### src/rtl/syncFreqPkg.sv
package syncFreqPkg;

  // Strobes from the control unit to the measurement datapath
  typedef struct packed {
    logic hRun;      // horizontal counter armed
    logic hRestart;  // first horizontal edge: start without capture
    logic hDone;     // horizontal window complete: capture and restart
    logic vRun;      // vertical counter armed
    logic vRestart;  // first vertical edge: start without capture
    logic vDone;     // frame complete: capture and restart
    logic hPublish;  // copy a horizontal result to the output
    logic vPublish;  // copy the vertical result to the output
    logic present;   // vertical sync is considered present
  } meterStrobes_t;

endpackage

### src/rtl/syncEdgeFilter.sv
module syncEdgeFilter (
  input  logic clk,
  input  logic rst,
  input  logic syncIn,
  output logic rise
);

  logic sampA;
  logic sampB;
  logic level;

  // The filtered level follows the input only after two equal consecutive samples
  always_ff @(posedge clk) begin
    if (rst) begin
      sampA <= 1'b0;
      sampB <= 1'b0;
      level <= 1'b0;
    end else begin
      sampA <= syncIn;
      sampB <= sampA;
      if (sampA == sampB) level <= sampB;
    end
  end

  assign rise = sampA & sampB & ~level;

endmodule

### src/rtl/satCounter.sv
module satCounter #(
  parameter int CNT_W = 15,
  parameter int KEEP  = 11,
  parameter int PRE   = 2
) (
  input  logic            clk,
  input  logic            rst,
  input  logic            run,
  input  logic            restart,
  output logic [KEEP-1:0] capVal,
  output logic            capOvf,
  output logic            ovfEvt
);

  localparam int PW = (PRE > 1) ? $clog2(PRE) : 1;

  logic [PW-1:0]    preCnt;
  logic [CNT_W-1:0] cnt;
  logic [CNT_W-1:0] nextCnt;
  logic             ovf;
  logic             tick;
  logic             atMax;

  assign tick    = run && (preCnt == PW'(PRE - 1));
  assign atMax   = &cnt;
  assign nextCnt = (tick && !atMax) ? cnt + 1'b1 : cnt;

  // The capture includes the tick of the current cycle, so N clocks give N/PRE
  assign capVal = nextCnt[CNT_W-1 -: KEEP];
  assign capOvf = ovf | (tick & atMax);
  assign ovfEvt = tick & atMax & ~ovf & ~restart;

  always_ff @(posedge clk) begin
    if (rst) begin
      preCnt <= '0;
      cnt    <= '0;
      ovf    <= 1'b0;
    end else if (restart) begin
      preCnt <= '0;
      cnt    <= '0;
      ovf    <= 1'b0;
    end else if (run) begin
      preCnt <= (preCnt == PW'(PRE - 1)) ? '0 : preCnt + 1'b1;
      cnt    <= nextCnt;
      if (tick && atMax) ovf <= 1'b1;
    end
  end

endmodule

### src/rtl/meterCtl.sv
module meterCtl
  import syncFreqPkg::*;
#(
  parameter int H_LINES = 64
) (
  input  logic          clk,
  input  logic          rst,
  input  logic          hRise,
  input  logic          vRise,
  input  logic          vOvfEvt,
  output meterStrobes_t strb
);

  localparam int LW = (H_LINES > 1) ? $clog2(H_LINES) : 1;

  logic [LW-1:0] lineCnt;
  logic          hArmed;
  logic          vArmed;
  logic          present;
  logic          hDoneNow;
  logic          vDoneNow;

  assign hDoneNow = hRise && hArmed && (lineCnt == LW'(H_LINES - 1));
  assign vDoneNow = vRise && vArmed;

  always_comb begin
    strb.hRun     = hArmed;
    strb.hRestart = hRise && !hArmed;
    strb.hDone    = hDoneNow;
    strb.vRun     = vArmed;
    strb.vRestart = vRise && !vArmed;
    strb.vDone    = vDoneNow;
    strb.hPublish = present ? vDoneNow : hDoneNow;
    strb.vPublish = vDoneNow;
    strb.present  = present;
  end

  always_ff @(posedge clk) begin
    if (rst) begin
      lineCnt <= '0;
      hArmed  <= 1'b0;
      vArmed  <= 1'b0;
      present <= 1'b0;
    end else begin
      if (hRise) begin
        hArmed  <= 1'b1;
        lineCnt <= (!hArmed || hDoneNow) ? '0 : lineCnt + 1'b1;
      end
      if (vRise) begin
        vArmed  <= 1'b1;
        present <= 1'b1;
      end else if (vOvfEvt) begin
        present <= 1'b0;
      end
    end
  end

endmodule

### src/rtl/meterPath.sv
module meterPath
  import syncFreqPkg::*;
#(
  parameter int H_CNT_W = 15,
  parameter int H_KEEP  = 11,
  parameter int H_PRE   = 2,
  parameter int V_CNT_W = 14,
  parameter int V_KEEP  = 9,
  parameter int V_PRE   = 16
) (
  input  logic              clk,
  input  logic              rst,
  input  meterStrobes_t     strb,
  input  logic              intClr,
  output logic [H_KEEP-1:0] hCount,
  output logic [V_KEEP-1:0] vCount,
  output logic              hOvf,
  output logic              vOvf,
  output logic              chgIrq,
  output logic              vOvfEvt
);

  logic [H_KEEP-1:0] hCap, hMeas, hPub, hCountNext;
  logic [V_KEEP-1:0] vCap, vCountNext;
  logic              hCapOvf, hMeasOvf, hPubOvf, hEvt;
  logic              vCapOvf, vEvt;
  logic              hOvfNext, vOvfNext, setIrq;

  satCounter #(.CNT_W(H_CNT_W), .KEEP(H_KEEP), .PRE(H_PRE)) hCounter (
    .clk(clk), .rst(rst), .run(strb.hRun),
    .restart(strb.hRestart | strb.hDone),
    .capVal(hCap), .capOvf(hCapOvf), .ovfEvt(hEvt)
  );

  satCounter #(.CNT_W(V_CNT_W), .KEEP(V_KEEP), .PRE(V_PRE)) vCounter (
    .clk(clk), .rst(rst), .run(strb.vRun),
    .restart(strb.vRestart | strb.vDone),
    .capVal(vCap), .capOvf(vCapOvf), .ovfEvt(vEvt)
  );

  assign vOvfEvt = vEvt;

  // A window finishing in the same cycle takes precedence over the stored one
  assign hPub    = strb.hDone ? hCap : hMeas;
  assign hPubOvf = strb.hDone ? hCapOvf : hMeasOvf;

  always_comb begin
    hCountNext = strb.hPublish ? hPub : hCount;
    hOvfNext   = strb.hPublish ? (hPubOvf | hEvt) : (hOvf | hEvt);
    vCountNext = strb.vPublish ? vCap : vCount;
    vOvfNext   = strb.vPublish ? (vCapOvf | vEvt) : (vOvf | vEvt);
    setIrq     = (hCountNext != hCount) || (vCountNext != vCount) ||
                 (hOvfNext && !hOvf) || (vOvfNext && !vOvf);
  end

  always_ff @(posedge clk) begin
    if (rst) begin
      hMeas    <= '0;
      hMeasOvf <= 1'b0;
      hCount   <= '0;
      vCount   <= '0;
      hOvf     <= 1'b0;
      vOvf     <= 1'b0;
      chgIrq   <= 1'b0;
    end else begin
      if (strb.hDone) begin
        hMeas    <= hCap;
        hMeasOvf <= hCapOvf;
      end
      hCount <= hCountNext;
      hOvf   <= hOvfNext;
      vCount <= vCountNext;
      vOvf   <= vOvfNext;
      chgIrq <= setIrq | (chgIrq & ~intClr);
    end
  end

endmodule

### src/rtl/syncFreqMeter.sv
module syncFreqMeter
  import syncFreqPkg::*;
#(
  parameter int H_CNT_W = 15,
  parameter int H_KEEP  = 11,
  parameter int H_LINES = 64,
  parameter int H_PRE   = 2,
  parameter int V_CNT_W = 14,
  parameter int V_KEEP  = 9,
  parameter int V_PRE   = 16
) (
  input  logic              clk,
  input  logic              rst,
  input  logic              hsyncIn,
  input  logic              vsyncIn,
  input  logic              intClr,
  output logic [H_KEEP-1:0] hCount,
  output logic [V_KEEP-1:0] vCount,
  output logic              hOvf,
  output logic              vOvf,
  output logic              chgIrq
);

  meterStrobes_t strobes;
  logic          hRise;
  logic          vRise;
  logic          vOvfEvt;
  logic          vPresent;

  syncEdgeFilter hFilter (.clk(clk), .rst(rst), .syncIn(hsyncIn), .rise(hRise));
  syncEdgeFilter vFilter (.clk(clk), .rst(rst), .syncIn(vsyncIn), .rise(vRise));

  meterCtl #(.H_LINES(H_LINES)) ctl (
    .clk(clk), .rst(rst), .hRise(hRise), .vRise(vRise),
    .vOvfEvt(vOvfEvt), .strb(strobes)
  );

  meterPath #(
    .H_CNT_W(H_CNT_W), .H_KEEP(H_KEEP), .H_PRE(H_PRE),
    .V_CNT_W(V_CNT_W), .V_KEEP(V_KEEP), .V_PRE(V_PRE)
  ) path (
    .clk(clk), .rst(rst), .strb(strobes), .intClr(intClr),
    .hCount(hCount), .vCount(vCount), .hOvf(hOvf), .vOvf(vOvf),
    .chgIrq(chgIrq), .vOvfEvt(vOvfEvt)
  );

  assign vPresent = strobes.present;

endmodule

### config.mk
export PLATFORM = sky130hd
export DESIGN_NAME = syncFreqMeter
export DESIGN_NICKNAME = d
export VERILOG_FILES = /design/src/rtl/syncFreqPkg.sv /design/src/rtl/syncEdgeFilter.sv /design/src/rtl/satCounter.sv /design/src/rtl/meterCtl.sv /design/src/rtl/meterPath.sv /design/src/rtl/syncFreqMeter.sv
export SDC_FILE = /design/constraint.sdc
export NUM_CORES = 1
export LEC_CHECK = 0
export BUFFER_PORTS_ARGS = -buffer_cell sky130_fd_sc_hd__buf_2
export CORE_MARGIN = 8
export CORE_UTILIZATION = 54
export DETAILED_ROUTE_END_ITERATION = 8
export HOLD_SLACK_MARGIN = 0.03
export MAX_ROUTING_LAYER = met4
export PLACE_DENSITY = 0.75
export SETUP_SLACK_MARGIN = 0.1
export SLEW_MARGIN = 15
export SYNTH_ARGS = -nofsm -noshare
export SYNTH_HDL_FRONTEND = slang
export SYNTH_HIERARCHICAL = 1
export SYNTH_SLANG_ARGS = --single-unit
### constraint.sdc
create_clock -name clk -period 2.6 [get_ports clk]
set_clock_uncertainty 0.2 [all_clocks]
set_input_delay 0.13 -clock clk [delete_from_list [all_inputs] [get_ports clk]]
set_output_delay 0.13 -clock clk [all_outputs]
set_load 0.1 [all_outputs]
Word-level counts from Yosys, hierarchy flattened:

Index checks and enable logic that the tools add are counted.

* register bits: 86
* latch bits: 0
* RAM bits: 0
* ROM bits: 0
* input port bits: 5
* memories: 0

* add/subtract/negate cells: 5
* $mul: 0
* div/mod/pow operators: 0
* order comparisons: 0
* equal/unequal tests: 6
* shift-type cells: 0
* muxes and demuxes: 14
* bitwise operators: 27
* reductions and logical operators: 32

Operators by type and width (number)
* 11-bit 2-to-1 mux: 2
* 15-bit by 1-bit adder with 15-bit output, second input constant: 1
* 15-bit 2-to-1 mux: 1
* 15-bit AND reduction: 1
* 14-bit by 1-bit adder with 14-bit output, second input constant: 1
* 14-bit 2-to-1 mux: 1
* 14-bit AND reduction: 1
* 1-bit logical AND: 13
* 1-bit AND: 11
* 11-bit != test: 1
* 9-bit 2-to-1 mux: 1
* 9-bit != test: 1
* 1-bit bitwise OR: 9
* 2-bit AND reduction: 4
* 1-bit 2-to-1 mux: 7
* 1-bit NOT: 7
* 6-bit by 1-bit adder with 6-bit output, second input constant: 1
* 6-bit == test, second input constant: 1
* 1-bit logical NOT: 6
* 6-bit 2-to-1 mux: 1
* 4-bit by 1-bit adder with 4-bit output, second input constant: 1
* 4-bit == test, second input constant: 1
* 1-bit logical OR: 4
* 4-bit 2-to-1 mux: 1
* 4 further kinds: 6

Depth between registers and ports, before layout:

Gate-level depths: netlist (run 1).

* depth in word-level cells: 13
* gate-level depth with buffers: 13
* mapped depth without buffers: 10

Modules after synthesis:

Netlist (run 1), hierarchy kept.

By module, submodules not included
* meterPath: times used 1, cells each 153, area each 1491.4 um^2, sequential area each 700.7 um^2
* satCounter (path.vCounter): times used 1, cells each 124, area each 1042.2 um^2, sequential area each 380.4 um^2
* satCounter (path.hCounter): times used 1, cells each 107, area each 934.6 um^2, sequential area each 340.3 um^2
* meterCtl: times used 1, cells each 50, area each 455.4 um^2, sequential area each 180.2 um^2
* syncEdgeFilter: times used 2, cells each 9, area each 105.1 um^2, sequential area each 60.1 um^2

Worst setup path before layout (run 1):

Ideal clock, no wire load.

* path kind: reg2reg
* from: register path.vCounter.preCnt[0]
* to: register path.chgIrq
* setup time: 0.141 ns
* arrival time: 2.406 ns
* path slack: -0.146 ns
* cell stages (with the launch flop): 10
* path buffers: 0
* cell sequence: dfxtp_1 ha_1 nand4_2 or4_4 nor3b_1 xor2_1 xnor2_1 nand4_1 o41ai_1 a41oi_1

* cells in the longest elaborated chain, start to end: 10
* elaborated cells on any way between the ends: 18

RTL lines
* from (decl): line satCounter.sv:17 `logic [PW-1:0] preCnt;`
* from (signal assigned): line satCounter.sv:43 `preCnt <= (preCnt == PW'(PRE - 1)) ? '0 : preCnt + 1'b1;`
* 4-bit == test: line satCounter.sv:24 `assign tick = run && (preCnt == PW'(PRE - 1));`
* 1-bit logical AND: line satCounter.sv:24
* 1-bit logical AND: line satCounter.sv:26 `assign nextCnt = (tick && !atMax) ? cnt + 1'b1 : cnt;`
* 14-bit 2-to-1 mux: line satCounter.sv:26
* via path.vCap[4]: line meterPath.sv:24 `logic [V_KEEP-1:0] vCap, vCountNext;`
* 9-bit 2-to-1 mux: line meterPath.sv:50 `vCountNext = strb.vPublish ? vCap : vCount;`
* 9-bit != test: line meterPath.sv:52 `setIrq = (hCountNext != hCount) || (vCountNext != vCount) ||`
* 1-bit logical OR (2 in series): line meterPath.sv:52
* 1-bit logical OR: line meterPath.sv:53 `(hOvfNext && !hOvf) || (vOvfNext && !vOvf);`
* 1-bit bitwise OR: line meterPath.sv:74 `chgIrq <= setIrq | (chgIrq & ~intClr);`
* to (signal assigned): line meterPath.sv:74
* to (decl): line meterPath.sv:19 `output logic chgIrq,`

The timed path passes the listed nets, and every way through them passes these cells.
A chain may end at the register's enable or synchronous reset.

Worst setup path in the final report (run 1):

* from: register path.hCounter.cnt[0]
* to: register path.chgIrq

* cells in the longest elaborated chain, start to end: 11
* elaborated cells on any way between the ends: 21

RTL lines
* from (decl): line satCounter.sv:18 `logic [CNT_W-1:0] cnt;`
* from (signal assigned): line satCounter.sv:44 `cnt <= nextCnt;`
* branches (longest 3 deep; another with 15-bit by 1-bit adder with 15-bit output)
* 15-bit 2-to-1 mux (*): line satCounter.sv:26
* via path.hCap[3]: line meterPath.sv:23 `logic [H_KEEP-1:0] hCap, hMeas, hPub, hCountNext;`
* 11-bit 2-to-1 mux (*): line meterPath.sv:44 `assign hPub = strb.hDone ? hCap : hMeas;`
* 11-bit 2-to-1 mux (*): line meterPath.sv:48 `hCountNext = strb.hPublish ? hPub : hCount;`
* 11-bit != test (*): line meterPath.sv:52
* 1-bit logical OR (*) (2 in series): line meterPath.sv:52
* 1-bit logical OR (*): line meterPath.sv:53
* 1-bit bitwise OR (*): line meterPath.sv:74

Mark *: on every way through the listed nets, which the timed path passes.

==> run metrics, run 1 <==
most frequent cells in the layout dfxtp_1 (80), buf_4 (79), nor2_1 (64); Ports 28; CTS Root Cell clkbuf_8; HP Start vFilter/sampA$_SDFF_PP0_; CP delay by family, top simple AND/OR/NAND/NOR gates; routed wire length 9887 µm; Hold Crit Depth 1; Slew @ Worst Pin 529.6 ps; die area 0.01069 mm²; fill cell count 591; CP startpoint kind register; fin area 0.005243 mm²; clk sinks 86; number of max-cap violations 0; Initial Util 54.53%; worst slack, placed -177.6 ps; final setup fails 1; Crit. End Element register; Diodes inserted 0; Critical Path Max Stage Delay 460 ps; DR pass1 iterations 5; Critical R2R Capture path/chgIrq$_SDFF_PP0_; Iter 0 DRT Violations 137; Crit-path slowest cell or4_4; placed cell count 637; Hold EP vFilter/sampB$_SDFF_PP0_; post-layout min period 2757 ps; failing checks negative setup slack; DRC 0; Final WS setup -157.0 ps; chip height 103.4 µm; Layout Nets 565; # rows 32; H-tree depth 3; area delta synth->final 27.05%; Hold Crit Class register to register; CTS tree yes; post-DP HPWL 7194 µm; r2r setup slk -160 ps; Worst Path Buf+Inv 1; outcome finished with violations; Avg Inst Size Synth 9.150 µm²; Via density 5.510; Critical Path AT 2810 ps; worst path required time 2650 ps; Fmax 362.7 MHz; dpl cell area 0.004886 mm²; critical path class register to register; GR Overflow Total 0; share of layout cells above drive strength 1 30.05%; WP depth 10; R2R depth 10; PwrDens 445.2 mW/mm²; Core Footprint 0.007567 mm²; CP cell instances buf_4, nand4_1, or4_4, or3_1, nand2_1, mux2i_1, a22oi_1, o211ai_1, o31ai_2, a41oi_1; antenna violations before repair 0; Static Leak 0.002157 µW; Post-Syn Area 0.004126 mm²; Clock Path Buffers 2; Peak VDD IR 0.0003526 V; FF-to-FF Start path/hCounter/cnt[0]$_SDFFE_PP0P_; WL per Instance 14.96 µm; Setup TNS -157.0 ps; Slew headroom 64.37%; Synth Net Count 462; Hold Vio Cnt, Final 0; gp weighted congestion 0.8494; YS warnings 6; Tcrit/Tclk final 106.0%; Die X-Extent 103.4 µm; count of pins over their slew limit 0; largest net degree at the start of global routing 39; vias in the first global route 3641; first-pass GRT wire length 16270 µm; final cell count without fillers 661; WHS 283.1 ps; Antenna Nets Post-Route 0; Post-Syn Instances 451; worst-path maximum fanout 4; clock latency on the worst-skew pair 370 ps; routed vias 3642; RSZ-0062 raised after global routing yes; number of I/O port buffers 27; most common cell after layout, fill and taps aside dfxtp_1; global-route usage over all layers 20.08%; CTS buffer count 9; CTS clk-pin slew, worst paths 110 ps
==> power breakdown <==
part | switching [µW] | internal, µW | total (µW)
Combinational | 39.9 | 28.2 | 68.1
Sequential | 3.97 | 1320 | 1330
Clock | 559 | 380 | 939
==> what timing repair did <==
item	4_1_cts	5_1_grt
hold buffers	6	0
gates cloned	0	0
pin swaps	6	2
setup endpoints to repair	1	7
buffers inserted	1	1
resized for setup	12	7
endpoints found under the hold margin	11	0
==> sequential cells by signal, summed over array words and instances, names as in the netlist, 4 cells and up <==
name and count:
path/hMeas 11, path/vCounter/preCnt 4, path/vCount 9, path/vCounter/cnt 14, path/hCount 11, path/hCounter/cnt 15, ctl/lineCnt 6
==> metrics by stage <==
step                      utilization (%)  power (µW)
after floorplan                         -        1396
after global placement              64.57        1416
after detailed placement            64.57        1418
after CTS                           68.95        2352
after global routing                69.28        2409
final                               69.28        2334
==> how the worst max path moves through the flow <==
stage | start | endpoint | slack (ps)
floorplan | ctl/vArmed$_SDFFE_PP0P_ | path/chgIrq$_SDFF_PP0_ | -60
global placement | path/hCounter/cnt[0]$_SDFFE_PP0P_ | path/chgIrq$_SDFF_PP0_ | -120
detailed placement | path/hCounter/cnt[0]$_SDFFE_PP0P_ | path/chgIrq$_SDFF_PP0_ | -180
CTS | path/hCounter/cnt[0]$_SDFFE_PP0P_ | path/chgIrq$_SDFF_PP0_ | -80
global route | path/hCounter/cnt[0]$_SDFFE_PP0P_ | path/chgIrq$_SDFF_PP0_ | -240
finish | path/hCounter/cnt[0]$_SDFFE_PP0P_ | path/chgIrq$_SDFF_PP0_ | -160
==> area by class of cell <==
type | instances | area [µm²] | area share, %
multi-input cells | 331 | 2330 | 44.44
flip-flops and latches | 86 | 1729 | 32.98
repair buffers | 113 | 808.3 | 15.42
well taps | 102 | 127.6 | 2.434
clock buffers | 9 | 123.9 | 2.363
clock inverters | 7 | 75.07 | 1.432
inverters | 13 | 48.80 | 0.9308
==> routing by layer <==
metal	part of all wire (%)	vias to the layer above	GRT usage (%)	wire length (µm)
li1	-	1813	-	-
met1	42	1739	20.76	4118
met2	52	66	35.70	5114
met3	3.9	24	4.351	384
met4	2.7	0	9.121	270
met5	0	-	-	0
No activity file was read; power rests on OpenSTA's default activity.
==> inputs of run 2 (changes only) <==
- SKIP_CTS_REPAIR_TIMING: default -> 1
==> run 2 against run 1 <==
The flow still finishes with violations (negative setup slack). Via count fell by 0.38%. Worst hold slack is essentially flat. Final cell count is 0.61% higher. Cell area increased by 0.81%. Total power is essentially flat. Register-to-register slack about the same. Combinational power about the same. Critical endpoint unchanged. Highest routed layer unchanged.
==> run metrics, run 2 (synthesized netlist as in run 1, its figures left out) <==
vias in the first global route 3563; CTS Root Cell clkbuf_8; Worst Path Buf+Inv 2; gp weighted congestion 0.8494; DRC 0; CTS tree yes; clk sinks 86; Tcrit/Tclk final 106.4%; r2r setup slk -170 ps; CP delay by family, top simple AND/OR/NAND/NOR gates; Slew headroom 66.35%; top flop regs path/hCounter/cnt: 15 flops, path/vCounter/cnt: 14 flops; Crit. End Element register; # rows 32; WHS 282.8 ps; post-layout min period 2766 ps; Diodes inserted 0; area delta synth->final 28.08%; most common cell after layout, fill and taps aside dfxtp_1; Slew @ Worst Pin 500.1 ps; number of I/O port buffers 27; final core occ 69.84%; Hold Vio Cnt, Final 0; fin area 0.005285 mm²; die area 0.01069 mm²; count of pins over their slew limit 0; routed vias 3628; CP cell instances ha_4, nand4_1, buf_4, nor4_4, buf_4, or4_4, xnor2_2, mux2i_2, xor2_1, nand3_1, o31ai_2, a41oi_1; Antenna Nets Post-Route 0; Fmax 361.5 MHz; Peak VDD IR 0.0003522 V; RSZ-0062 raised after global routing yes; most frequent cells in the layout dfxtp_1 (84), buf_4 (83), nor2_1 (64); H-tree depth 3; GR peak layer met2; worst path required time 2660 ps; global-route usage over all layers 19.74%; worst-path maximum fanout 5; CP startpoint kind register; GR Overflow Total 0; failing checks negative setup slack; Initial Util 54.53%; post-DP HPWL 7194 µm; Critical Path Max Stage Delay 440 ps; Static Leak 0.002175 µW; PwrDens 441.4 mW/mm²; share of layout cells above drive strength 1 30.02%; clock latency on the worst-skew pair 370 ps; Die X-Extent 103.4 µm; first-pass GRT wire length 16040 µm; antenna violations before repair 0; critical path class register to register; outcome finished with violations; Critical Path AT 2820 ps; DR pass1 iterations 5; Crit path top cell by count buf_4; CTS clk-pin slew, worst paths 110 ps; final setup fails 1; Core Footprint 0.007567 mm²; placed cell count 637; Clock Path Buffers 2; dpl cell area 0.004886 mm²; Via density 5.456; largest net degree at the start of global routing 39; Iter 0 DRT Violations 145; number of max-cap violations 0; Crit-path slowest cell or4_4; Ports 28; fill cell count 582; WL per Instance 14.83 µm; routed wire length 9864 µm; met2 Track Usage GR 34.42%; Layout Nets 569; CTS buffer count 9; Final WS setup -166.5 ps; final cell count without fillers 665; M1 GR Usage 20.91%; Hold Crit Class register to register; Top reg by flops path/hCounter/cnt; chip height 103.4 µm; max reg flops 15; GR Util met3 4.351%
## run 2: layout make-up
| class | count | area [µm²] | area share (%) |
|---|---|---|---|
| multi-input combinational | 331 | 2347 | 44.41 |
| sequential | 86 | 1724 | 32.62 |
| timing repair buffer | 117 | 838.3 | 15.86 |
| tap | 102 | 127.6 | 2.415 |
| clock buffer | 9 | 123.9 | 2.344 |
| clock inverter | 7 | 75.07 | 1.420 |
| inverter | 13 | 48.80 | 0.9233 |
## run 2: per-layer routing
layer  wire (µm)  vias up
li1            -     1816
met1        4195     1730
met3         379       19
met4         208        0
met2        5080       63
met5           0        -
## run 2: metrics by stage
| step | setup WS [ps] | total power [µW] | setup TNS [ps] |
|---|---|---|---|
| 6_report | -166.5 | 2333 | -166.5 |
| 5_1_grt | -286.3 | 2405 | -286.3 |
| 3_3_place_gp | -121.9 | 1416 | -121.9 |
| 2_1_floorplan | -61.42 | 1396 | -61.42 |
| 3_5_place_dp | -177.6 | 1418 | -177.6 |
| 4_1_cts | -225.5 | 2345 | -225.5 |
## run 2: power by group
part / total (µW) / switching, µW / internal [µW]
Sequential: 1330 / 4.05 / 1320
Combinational: 68.1 / 39.9 / 28.2
Clock: 938 / 558 / 380
## run 2: worst paths after layout
| path | start | endpoint | depth (start not counted) |
|---|---|---|---|
| worst max-delay path | path/hCounter/cnt[0]$_SDFFE_PP0P_ | path/chgIrq$_SDFF_PP0_ | 12 |
| worst min-delay path | vFilter/sampA$_SDFF_PP0_ | vFilter/sampB$_SDFF_PP0_ | 1 |
| worst max register to register | path/hCounter/cnt[0]$_SDFFE_PP0P_ | path/chgIrq$_SDFF_PP0_ | 12 |
| worst min register to register | vFilter/sampA$_SDFF_PP0_ | vFilter/sampB$_SDFF_PP0_ | 1 |
## run 2: worst register-to-register path: cells and delay by family, from the launching register on
kind,cells,cell delay (ps)
AO/OA/AOI/OAI,2,420
buffers and inverters,2,290
multiplexers,1,200
adder cells (fa/ha/maj),1,150
XOR/XNOR,2,310
flip-flops,1,350
AND/OR/NAND/NOR,4,740
